===== src/rtl/sdrs_pkg.sv =====
package sdrs_pkg;

  // Command code on {cs_n, ras_n, cas_n, we_n}
  typedef enum logic [3:0] {
    CMD_LMR  = 4'b0000,
    CMD_AREF = 4'b0001,
    CMD_PALL = 4'b0010,
    CMD_NOP  = 4'b0111
  } sd_cmd_e;

  typedef enum logic [2:0] {
    ST_IDLE,
    ST_PWR,
    ST_PALL,
    ST_AREF,
    ST_MRD,
    ST_RUN
  } seq_st_e;

  // Builds the device mode word from its fields
  function automatic logic [11:0] mode_word(
    input logic [2:0] bl_code,
    input logic       interleave,
    input logic [2:0] cas_lat,
    input logic       wr_single
  );
    logic [11:0] w;
    w       = '0;
    w[2:0]  = bl_code;
    w[3]    = interleave;
    w[6:4]  = cas_lat;
    w[9]    = wr_single;
    return w;
  endfunction

endpackage


===== src/rtl/sdrs_interval_timer.sv =====
module sdrs_interval_timer #(
  parameter int CNT_W = 16
) (
  input  logic             clk,
  input  logic             rst,
  input  logic             run,
  input  logic             restart,
  input  logic [CNT_W-1:0] reload,
  output logic             due
);

  logic [CNT_W-1:0] cnt;

  always_ff @(posedge clk) begin
    if (rst || !run || restart) begin
      cnt <= reload;
    end else if (cnt != '0) begin
      cnt <= cnt - 1'b1;
    end
  end

  assign due = run && (cnt == '0);


  due_hold_chk: assert property (@(posedge clk) disable iff (rst)
    (due && !restart) |=> due);

endmodule


===== src/rtl/sdrs_script_fsm.sv =====
module sdrs_script_fsm
  import sdrs_pkg::*;
#(
  parameter int          ROW_BITS     = 12,
  parameter int          BANK_BITS    = 2,
  parameter int          PWRUP_CYCLES = 9000000,
  parameter int          T_RP         = 3,
  parameter int          T_RC         = 10,
  parameter int          T_MRD        = 2,
  parameter int          INIT_AREFS   = 4,
  parameter logic [11:0] MODE_WORD    = 12'h231
) (
  input  logic                 clk,
  input  logic                 rst,
  input  logic                 refresh_grant,
  input  logic                 timer_due,
  output logic                 timer_restart,
  output logic                 cke,
  output sd_cmd_e              cmd,
  output logic [BANK_BITS-1:0] ba,
  output logic [ROW_BITS-1:0]  addr,
  output logic                 init_done,
  output logic                 refresh_req
);

  localparam int MAX_A    = (PWRUP_CYCLES > T_RC) ? PWRUP_CYCLES : T_RC;
  localparam int MAX_B    = (MAX_A > T_RP) ? MAX_A : T_RP;
  localparam int WAIT_MAX = (MAX_B > T_MRD) ? MAX_B : T_MRD;
  localparam int WAIT_W   = $clog2(WAIT_MAX + 1);
  localparam int AR_W     = $clog2(INIT_AREFS + 1);
  localparam int ALL_BIT  = 10;

  seq_st_e           state;
  logic [WAIT_W-1:0] wait_cnt;
  logic [AR_W-1:0]   aref_cnt;
  logic              wait_zero;
  logic              issue;

  assign wait_zero     = (wait_cnt == '0);
  assign issue         = (state == ST_RUN) && refresh_req && refresh_grant && wait_zero;
  assign timer_restart = issue;

  always_ff @(posedge clk) begin
    if (rst) begin
      state       <= ST_IDLE;
      cke         <= 1'b0;
      cmd         <= CMD_NOP;
      ba          <= '0;
      addr        <= '0;
      wait_cnt    <= '0;
      aref_cnt    <= '0;
      init_done   <= 1'b0;
      refresh_req <= 1'b0;
    end else begin
      cmd  <= CMD_NOP;
      ba   <= '0;
      addr <= '0;
      if (!wait_zero) wait_cnt <= wait_cnt - 1'b1;
      unique case (state)
        ST_IDLE: begin
          cke      <= 1'b1;
          wait_cnt <= WAIT_W'(PWRUP_CYCLES - 1);
          state    <= ST_PWR;
        end
        ST_PWR: if (wait_zero) begin
          cmd           <= CMD_PALL;
          addr[ALL_BIT] <= 1'b1;
          wait_cnt      <= WAIT_W'(T_RP - 1);
          state         <= ST_PALL;
        end
        ST_PALL: if (wait_zero) begin
          cmd      <= CMD_AREF;
          aref_cnt <= AR_W'(1);
          wait_cnt <= WAIT_W'(T_RC - 1);
          state    <= ST_AREF;
        end
        ST_AREF: if (wait_zero) begin
          if (aref_cnt < AR_W'(INIT_AREFS)) begin
            cmd      <= CMD_AREF;
            aref_cnt <= aref_cnt + 1'b1;
            wait_cnt <= WAIT_W'(T_RC - 1);
          end else begin
            cmd      <= CMD_LMR;
            addr     <= ROW_BITS'(MODE_WORD);
            wait_cnt <= WAIT_W'(T_MRD - 1);
            state    <= ST_MRD;
          end
        end
        ST_MRD: if (wait_zero) begin
          init_done <= 1'b1;
          state     <= ST_RUN;
        end
        ST_RUN: begin
          if (issue) begin
            cmd         <= CMD_AREF;
            wait_cnt    <= WAIT_W'(T_RC - 1);
            refresh_req <= 1'b0;
          end else if (timer_due) begin
            refresh_req <= 1'b1;
          end
        end
        default: state <= ST_IDLE;
      endcase
    end
  end


  cke_hold_chk: assert property (@(posedge clk) disable iff (rst)
    cke |=> cke);


  init_hold_chk: assert property (@(posedge clk) disable iff (rst)
    init_done |=> init_done);


  no_early_req_chk: assert property (@(posedge clk) disable iff (rst)
    !init_done |-> !refresh_req);


  req_hold_chk: assert property (@(posedge clk) disable iff (rst)
    (refresh_req && !refresh_grant) |=> refresh_req);


  granted_issue_chk: assert property (@(posedge clk) disable iff (rst)
    (init_done && cmd == CMD_AREF) |-> $past(refresh_req && refresh_grant));


  single_cmd_chk: assert property (@(posedge clk) disable iff (rst)
    (cmd != CMD_NOP) |=> (cmd == CMD_NOP));


  pall_all_chk: assert property (@(posedge clk) disable iff (rst)
    (cmd == CMD_PALL) |-> addr[ALL_BIT]);

endmodule


===== src/rtl/sdr_boot_refresh_seq.sv =====
module sdr_boot_refresh_seq
  import sdrs_pkg::*;
#(
  parameter int         ROW_BITS     = 12,
  parameter int         BANK_BITS    = 2,
  parameter int         RELOAD_W     = 16,
  parameter int         CLK_MHZ      = 90,
  parameter int         PWRUP_US     = 100000,
  parameter int         PWRUP_DIV    = 1,
  parameter int         T_RP         = 3,
  parameter int         T_RC         = 10,
  parameter int         T_MRD        = 2,
  parameter int         INIT_AREFS   = 4,
  parameter logic [2:0] BURST_CODE   = 3'd1,
  parameter logic       BURST_ILV    = 1'b0,
  parameter logic [2:0] CAS_LATENCY  = 3'd3,
  parameter logic       WRITE_SINGLE = 1'b1
) (
  input  logic                 clk,
  input  logic                 rst,
  input  logic                 refresh_grant,
  input  logic [RELOAD_W-1:0]  rfsh_reload,
  output logic                 sd_cke,
  output logic                 sd_cs_n,
  output logic                 sd_ras_n,
  output logic                 sd_cas_n,
  output logic                 sd_we_n,
  output logic [BANK_BITS-1:0] sd_ba,
  output logic [ROW_BITS-1:0]  sd_addr,
  output logic                 init_done,
  output logic                 refresh_req
);

  localparam int          PWRUP_CYCLES = CLK_MHZ * PWRUP_US / PWRUP_DIV;
  localparam logic [11:0] MODE_VAL     =
    mode_word(BURST_CODE, BURST_ILV, CAS_LATENCY, WRITE_SINGLE);

  sd_cmd_e cmd_q;
  logic    t_due;
  logic    t_restart;

  sdrs_script_fsm #(
    .ROW_BITS     (ROW_BITS),
    .BANK_BITS    (BANK_BITS),
    .PWRUP_CYCLES (PWRUP_CYCLES),
    .T_RP         (T_RP),
    .T_RC         (T_RC),
    .T_MRD        (T_MRD),
    .INIT_AREFS   (INIT_AREFS),
    .MODE_WORD    (MODE_VAL)
  ) fsm_i (
    .clk           (clk),
    .rst           (rst),
    .refresh_grant (refresh_grant),
    .timer_due     (t_due),
    .timer_restart (t_restart),
    .cke           (sd_cke),
    .cmd           (cmd_q),
    .ba            (sd_ba),
    .addr          (sd_addr),
    .init_done     (init_done),
    .refresh_req   (refresh_req)
  );

  sdrs_interval_timer #(
    .CNT_W (RELOAD_W)
  ) timer_i (
    .clk     (clk),
    .rst     (rst),
    .run     (init_done),
    .restart (t_restart),
    .reload  (rfsh_reload),
    .due     (t_due)
  );

  assign {sd_cs_n, sd_ras_n, sd_cas_n, sd_we_n} = cmd_q;

endmodule


===== config.mk =====
export PLATFORM = sky130hd
export DESIGN_NAME = sdr_boot_refresh_seq
export DESIGN_NICKNAME = d
export VERILOG_FILES = /design/src/rtl/sdrs_pkg.sv /design/src/rtl/sdrs_interval_timer.sv /design/src/rtl/sdrs_script_fsm.sv /design/src/rtl/sdr_boot_refresh_seq.sv
export SDC_FILE = /design/constraint.sdc
export NUM_CORES = 1
export LEC_CHECK = 0
export BUFFER_PORTS_ARGS = -buffer_cell sky130_fd_sc_hd__buf_2
export CORE_MARGIN = 2
export CORE_UTILIZATION = 25
export CTS_BUF_LIST = sky130_fd_sc_hd__clkbuf_8 sky130_fd_sc_hd__clkbuf_16
export DETAILED_ROUTE_END_ITERATION = 8
export SLEW_MARGIN = 15
export SYNTH_ARGS = -nofsm -noshare
export SYNTH_HDL_FRONTEND = slang
export SYNTH_SLANG_ARGS = --single-unit
export TNS_END_PERCENT = 1

===== constraint.sdc =====
create_clock -name clk -period 2.8 [get_ports clk]
set_clock_uncertainty 0.1 [all_clocks]
set_input_delay 0 -clock clk [delete_from_list [all_inputs] [get_ports clk]]
set_output_delay 0 -clock clk [all_outputs]
set_load 0.01 [all_outputs]

==> results of run 1 <==
area by class of cell:
type	instances	area [um^2]
multi-input cells	260	1620
well taps	147	184
clock buffers	5	125
clock inverters	3	37.5
fillers	1245	8240
flip-flops and latches	54	1240
repair buffers	60	433
inverters	9	33.8
final timing paths:
kind | from | to | slack [ns]
worst min register to register | fsm_i.cke | fsm_i.cke | 0.36
worst min-delay path | refresh_grant | fsm_i.cmd[2] | 0.08
worst max register to register | timer_i.cnt[0] | timer_i.cnt[4] | 0.18
worst max-delay path | timer_i.cnt[0] | timer_i.cnt[4] | 0.18
kinds of logic (layout without fill, tap and decap cells):
group                    after synthesis  after routing  synth area share (%)
buffers and inverters                 37             77                  6.61
AO/OA/AOI/OAI                         77             77                  16.1
flip-flops                            54             54                  41.0
other                                  1             10                 0.124
AND/OR/NAND/NOR                      138            138                  25.4
adder cells (fa/ha/maj)                5              5                  2.07
XOR/XNOR                              27             27                  7.81
multiplexers                           3              3                 0.991
state kept, by name (all words and copies together), names as in the netlist:
name / cells
fsm_i.addr: 2
timer_i.cnt: 16
fsm_i.aref_cnt: 3
fsm_i.refresh_req: 1
fsm_i.state: 3
fsm_i.cke: 1
fsm_i.cmd: 3
fsm_i.wait_cnt: 24
fsm_i.init_done: 1
per-stage QoR:
step	setup slack (ns)	cell area [um^2]
after floorplan	0.193	3060
after global placement	0.216	3340
after detailed placement	0.145	3340
after CTS	0.128	3680
after global routing	0.0115	3680
final	0.179	3680
power by group through the flow:
stage | Sequential (mW) | Clock (mW) | Combinational (mW)
after global placement | 0.898 | 0 | 0.258
final | 0.883 | 0.682 | 0.281
after floorplan | 0.891 | 0 | 0.200
after global routing | 0.889 | 0.736 | 0.314
after CTS | 0.882 | 0.708 | 0.280
after detailed placement | 0.900 | 0 | 0.260
layer usage:
| metal | share of wire (%) | vias up | track usage, % |
|---|---|---|---|
| met4 | 1.1 | 0 | 3.01 |
| li1 | - | 1324 | - |
| met2 | 45 | 47 | 17.3 |
| met5 | 0 | - | 0 |
| met1 | 50 | 1188 | 15.3 |
| met3 | 3.6 | 7 | 1.64 |
cells in the mapped netlist, types with 3 or more instances:
cell type and count:
a211oi_1 3, a21oi_1 22, a31oi_1 3, buf_2 3
buf_4 13, clkbuf_1 10, dfxtp_1 38, edfxtp_1 16
ha_1 5, inv_1 8, mux2i_1 3, nand2_1 30
nand2b_1 7, nand3_1 7, nand4_1 4, nor2_1 26
nor3_1 13, nor4_1 16, o211ai_1 3, o21ai_0 30
o41ai_1 3, or3_1 7, or4_1 6, xnor2_1 16
xor2_1 11
worst min-delay path, cell delays in order:
cell and delay (ns):
buf_2 0.12, nand3_1 0.14, a21oi_1 0.10, nand2_1 0.08
==> metrics.md, run 1 <==
| Metric | Value |
|---|---|
| Worst vdd ir | just under 0.0003 V |
| TritonRoute pass-1 iters | 4 |
| Syn Inst Count | 342 |
| WP buf/inv | 2 |
| Total CTS buffers | 5 |
| Total gr overflow | 0 |
| Post_cts resized | 0 |
| Hold path depth | 4 |
| Global-route wire length before repair | 11600 um |
| PwrDens | roughly 500 mW/mm^2 |
| WL final | around 6900 um |
| Clock transition at path regs | 0.07 ns |
| Final Util | between 30% and 40% |
| Average size of a mapped cell | ~9 um^2 |
| Startpoint Class | flop |
| Core area | between 0.01 and 0.015 mm^2 |
| Final setup violating endpoints | 0 |
| Fmax | approximately 0.38 GHz |
| Worst Hold Slack | ~0.075 ns |
| EDFF count, synth | 16 |
| Levels on crit path | 7 |
| Vias in the first global route | 2425 |
| Crit-path max FO | 9 |
| N_diodes | 0 |
| Switching Fraction | 25.2% |
| Most used cell, CP | nand2b_1 |
| Area Overhead vs Synth | 21.4% |
| Yosys top cell by area | dfxtp_1 |
| Die height | ~110 um |
| Pin count of the biggest net entering global routing | 33 |
| Io pins | 40 |
| Cells along the critical path | inv_1 > ha_1 > or4b_2 > nand2b_1 > nor4_1 > nand2b_1 > buf_4 |
| CP max stage cell | or4b_2 |
| CTS root buffer | clkbuf_16 |
| Final setup TNS | 0 ns |
| FF-to-FF path depth | 7 |
| Hold buffers post-CTS | 17 |
| Top-area cell type share of the netlist area | around 25% |
| Final Wtd Congestion | 0.872 |
| CTS tree | done |
| Antenna Nets Post-Route | 0 |
| Outcome | complete, no violations |
| Critical path's largest stage delay | 0.64 ns |
| Die W | approximately 110 um |
| Setup crit end kind | flop |
| Sequential share of power | a little under half |
| Setup bufs post-CTS | 0 |
| HP Class | in2reg |
| Vias per inst | 4.77 |
| Clock sink count | 54 |
| Sequential fraction of the synthesis area | 41.0% |
| Period utilisation layout | a little over nine tenths |
| CTS max path bufs | 2 |
| Slew Viols, Final | 0 |
| Initial Utilization | about a quarter |
| Primary FF master, synth | dfxtp_1 |
| Synth Cell Area | roughly 0.003 mm^2 |
| Drt drc | 0 |
| Worst slew margin | between 50% and 60% |
| Largest cells by area after synthesis | dfxtp_1 (25%), edfxtp_1 (16%), o21ai_0 (5.0%) |
| Arrival time at the worst endpoint | 2.57 ns |
| Starting DRT DRC Count | roughly 170 |
| Sw Pwr | around 0.46 mW |
| Leakage | between 1 and 1.5 nW |
| Die ar. | approximately 0.013 mm^2 |
| Via count | about 2600 |
| I/O Buffers | 29 |
| Row count | 40 |
| Max cap viols | 0 |
| YS warnings | 0 |
| RSZ-0062 raised after global routing | false |
| Tightest Pin Transition | between 0.6 and 0.7 ns |
| Pwr Total | approximately 1.8 mW |
| Pint | ~1.4 mW |
| Yosys reg bits | 54 |
| Final HPWL from detailed placement | 4970 um |
| Drt wl/cell | 12.9 um |
| Combinational power share | between 15 and 20% |
| Post-layout nets | 414 |
| Critical path class | reg2reg |
| CP delay by family, top | simple AND/OR/NAND/NOR gates |
| Share of layout cells above drive strength 1 | between 15 and 20% |
| Initial antenna violation count | 0 |
| Placed cells | 513 |
| Fin crit period | ~2.6 ns |
| Synth unique cells | 58 |
| Clock Latency Late Sink | a little under 0.3 ns |
| WP data required | around 2.7 ns |
| Commonest non-fill, non-tap cell in the layout | dfxtp_1 |
| Final hold viol count | 0 |
| Clk network pwr share | approximately 37% |
| Commonest non-fill, non-tap cells in the layout | dfxtp_1 (38), nand2_1 (30), o21ai_0 (30), buf_2 (29), nor2_1 (26) |
| Post-synth ARST share | 0% |
| Post-route insts no fill | about 540 |
| Global-route usage over all layers | a little over a tenth |
| H-tree depth | 2 |
Note: power is estimated with default switching activity, not from simulation.
==> inputs of run 2 (changes only) <==
--- a/config.mk
+++ b/config.mk
@@ -7,9 +7,10 @@
 export LEC_CHECK = 0
 export BUFFER_PORTS_ARGS = -buffer_cell sky130_fd_sc_hd__buf_2
 export CORE_MARGIN = 2
-export CORE_UTILIZATION = 25
-export CTS_BUF_LIST = sky130_fd_sc_hd__clkbuf_8 sky130_fd_sc_hd__clkbuf_16
+export CORE_UTILIZATION = 53
 export DETAILED_ROUTE_END_ITERATION = 8
+export PLACE_DENSITY = 0.74
+export RECOVER_POWER = 25
 export SLEW_MARGIN = 15
 export SYNTH_ARGS = -nofsm -noshare
 export SYNTH_HDL_FRONTEND = slang
==> run 2 against run 1 <==
  * Final cell count shrank 14%
  * Core utilization is 32 points higher
  * Final area fell by 5.4%
  * Critical path type unchanged
==> metrics.md, run 2 (synthesis results as in run 1) <==
| Metric | Value |
|---|---|
| PwrDens | 453 mW/mm^2 |
| Global-route wire length before repair | 10500 um |
| TritonRoute pass-1 iters | 4 |
| RSZ-0062 raised after global routing | false |
| Commonest non-fill, non-tap cells in the layout | dfxtp_1 (38), nand2_1 (31), o21ai_0 (30), nor2_1 (26), a21oi_1 (22) |
| Flip-flop and latch area | between 0.001 and 0.0015 mm^2 |
| Sequential share of power | 56.2% |
| Slew Viols, Final | 0 |
| CP max stage cell | or4b_2 |
| WP data required | 2.76 ns |
| Top Registers | fsm_i.wait_cnt (24), timer_i.cnt (16) |
| Pin count of the biggest net entering global routing | 33 |
| CP delay by family, top | simple AND/OR/NAND/NOR gates |
| Post-DP Area | about 0.0032 mm^2 |
| Post-route cell area | roughly 0.0035 mm^2 |
| Core area | approximately 0.0055 mm^2 |
| Drt wl/cell | roughly 14 um |
| Total gr overflow | 0 |
| WP buf/inv | 2 |
| Arrival time at the worst endpoint | 2.49 ns |
| Tightest Pin Transition | 0.709 ns |
| Final setup violating endpoints | 0 |
| Most used cell, CP | nand2b_1 |
| Fmax | approximately 0.40 GHz |
| Startpoint Class | flop |
| Vias in the first global route | between 2000 and 2500 |
| Via count | between 2000 and 3000 |
| Switching Fraction | about 28% |
| Period utilisation layout | roughly nine tenths |
| Area Overhead vs Synth | 14.8% |
| Vias per inst | approximately 5.5 |
| HP Class | in2reg |
| Initial Utilization | 55.0% |
| Total CTS buffers | 5 |
| I/O Buffers | 29 |
| Row count | 27 |
| Setup crit end kind | flop |
| Final HPWL from detailed placement | about 4600 um |
| H-tree depth | 2 |
| Max cap viols | 0 |
| Sw Pwr | approximately 0.44 mW |
| Clk network pwr share | a little over a quarter |
| N_diodes | 0 |
| Clock transition at path regs | 0.09 ns |
| Worst slew margin | between 50% and 60% |
| Global-route usage over all layers | between 20% and 30% |
| Critical path class | reg2reg |
| CTS root buffer | clkbuf_8 |
| Die height | ~80 um |
| Post-layout nets | a little over 400 |
| Biggest register | fsm_i.wait_cnt |
| Combinational power share | 17.6% |
| Max FFs per register | 24 |
| Commonest non-fill, non-tap cell in the layout | dfxtp_1 |
| CTS max path bufs | 2 |
| Clock sink count | 54 |
| Pint | 1.14 mW |
| Starting DRT DRC Count | 84 |
| Fillers | 470 |
| Outcome | complete, no violations |
| WL final | 6490 um |
| Antenna Nets Post-Route | 0 |
| Multi-input gate area | between 0.0015 and 0.002 mm^2 |
| Final setup TNS | 0 ns |
| Clock Latency Late Sink | just over 0.3 ns |
| Worst vdd ir | 0.000335 V |
| Drt drc | 0 |
| Die W | 79.6 um |
| CTS tree | done |
| Io pins | 40 |
| Cells along the critical path | inv_1 > ha_1 > or4b_2 > nand2b_1 > nor4_2 > nand2b_1 > buf_4 |
| Die ar. | around 0.0063 mm^2 |
| Critical path's largest stage delay | between 0.6 and 0.7 ns |
| Final Wtd Congestion | slightly below 0.9 |
| Crit-path max FO | 9 |
| Final hold viol count | 0 |
| Fin crit period | 2.52 ns |
| Initial antenna violation count | 0 |
| Leakage | about 1.3 nW |
| Share of layout cells above drive strength 1 | between 10% and 20% |
run 2: cell count changes in the layout (fill, tap and decap cells not counted), moves of 2 or more:
cell,before,now
clkbuf_16,5,0
buf_2,29,18
clkbuf_1,0,14
buf_4,13,11
clkbuf_8,0,5
run 2: final cells by class:
cell class,instances,area share [%]
clock buffers,6,2.09
clock inverters,2,0.252
inverters,9,0.971
multi-input cells,260,46.6
well taps,72,2.59
flip-flops and latches,54,35.7
repair buffers,60,11.8
run 2: per-stage QoR:
stage | power (mW) | util (%) | hold WS [ns] | instances | worst slack (ns)
finish | 1.57 | 63.2 | 0.0458 | 463 | 0.276
global route | 1.65 | 63.2 | 0.0525 | 463 | 0.0575
CTS | 1.59 | 63.6 | 0.0340 | 463 | 0.188
detailed placement | 1.16 | 59.0 | 0.185 | 438 | 0.207
global placement | 1.15 | 59.0 | 0.182 | 438 | 0.238
floorplan | 1.09 | - | 0.0854 | 351 | 0.193
run 2: worst paths after layout:
kind / start / endpoint / slack [ns] / depth (start not counted)
worst max-delay path: timer_i.cnt[0] / timer_i.cnt[3] / 0.28 / 7
worst max register to register: timer_i.cnt[0] / timer_i.cnt[3] / 0.28 / 7
worst min-delay path: refresh_grant / fsm_i.cmd[2] / 0.05 / 4
worst min register to register: fsm_i.cke / fsm_i.cke / 0.36 / 2
run 2: tightest hold or removal path, cell delays in order:
cell and delay, ns:
buf_2 0.11, nand3_1 0.14, a21oi_1 0.10, nand2_1 0.07
run 2: power groups by stage:
stage / Combinational, mW / Clock, mW / Sequential, mW
after floorplan: 0.200 / 0 / 0.891
after global placement: 0.254 / 0 / 0.899
after detailed placement: 0.257 / 0 / 0.901
after CTS: 0.277 / 0.429 / 0.884
after global routing: 0.307 / 0.448 / 0.892
final: 0.277 / 0.413 / 0.885
run 2: layer usage:
metal,part of all wire (%),up-vias,global-route usage (%)
met4,1.3,0,6.90
met5,0,-,0
li1,-,1321,-
met1,47,1161,28.4
met2,47,69,34.0
met3,5.1,8,3.28
run 2: what timing repair did:
item	CTS	global route
endpoints found under the hold margin	27	0
buffers inserted	0	0
setup endpoints to repair	0	16
hold buffers	17	0
gates resized for setup	0	1
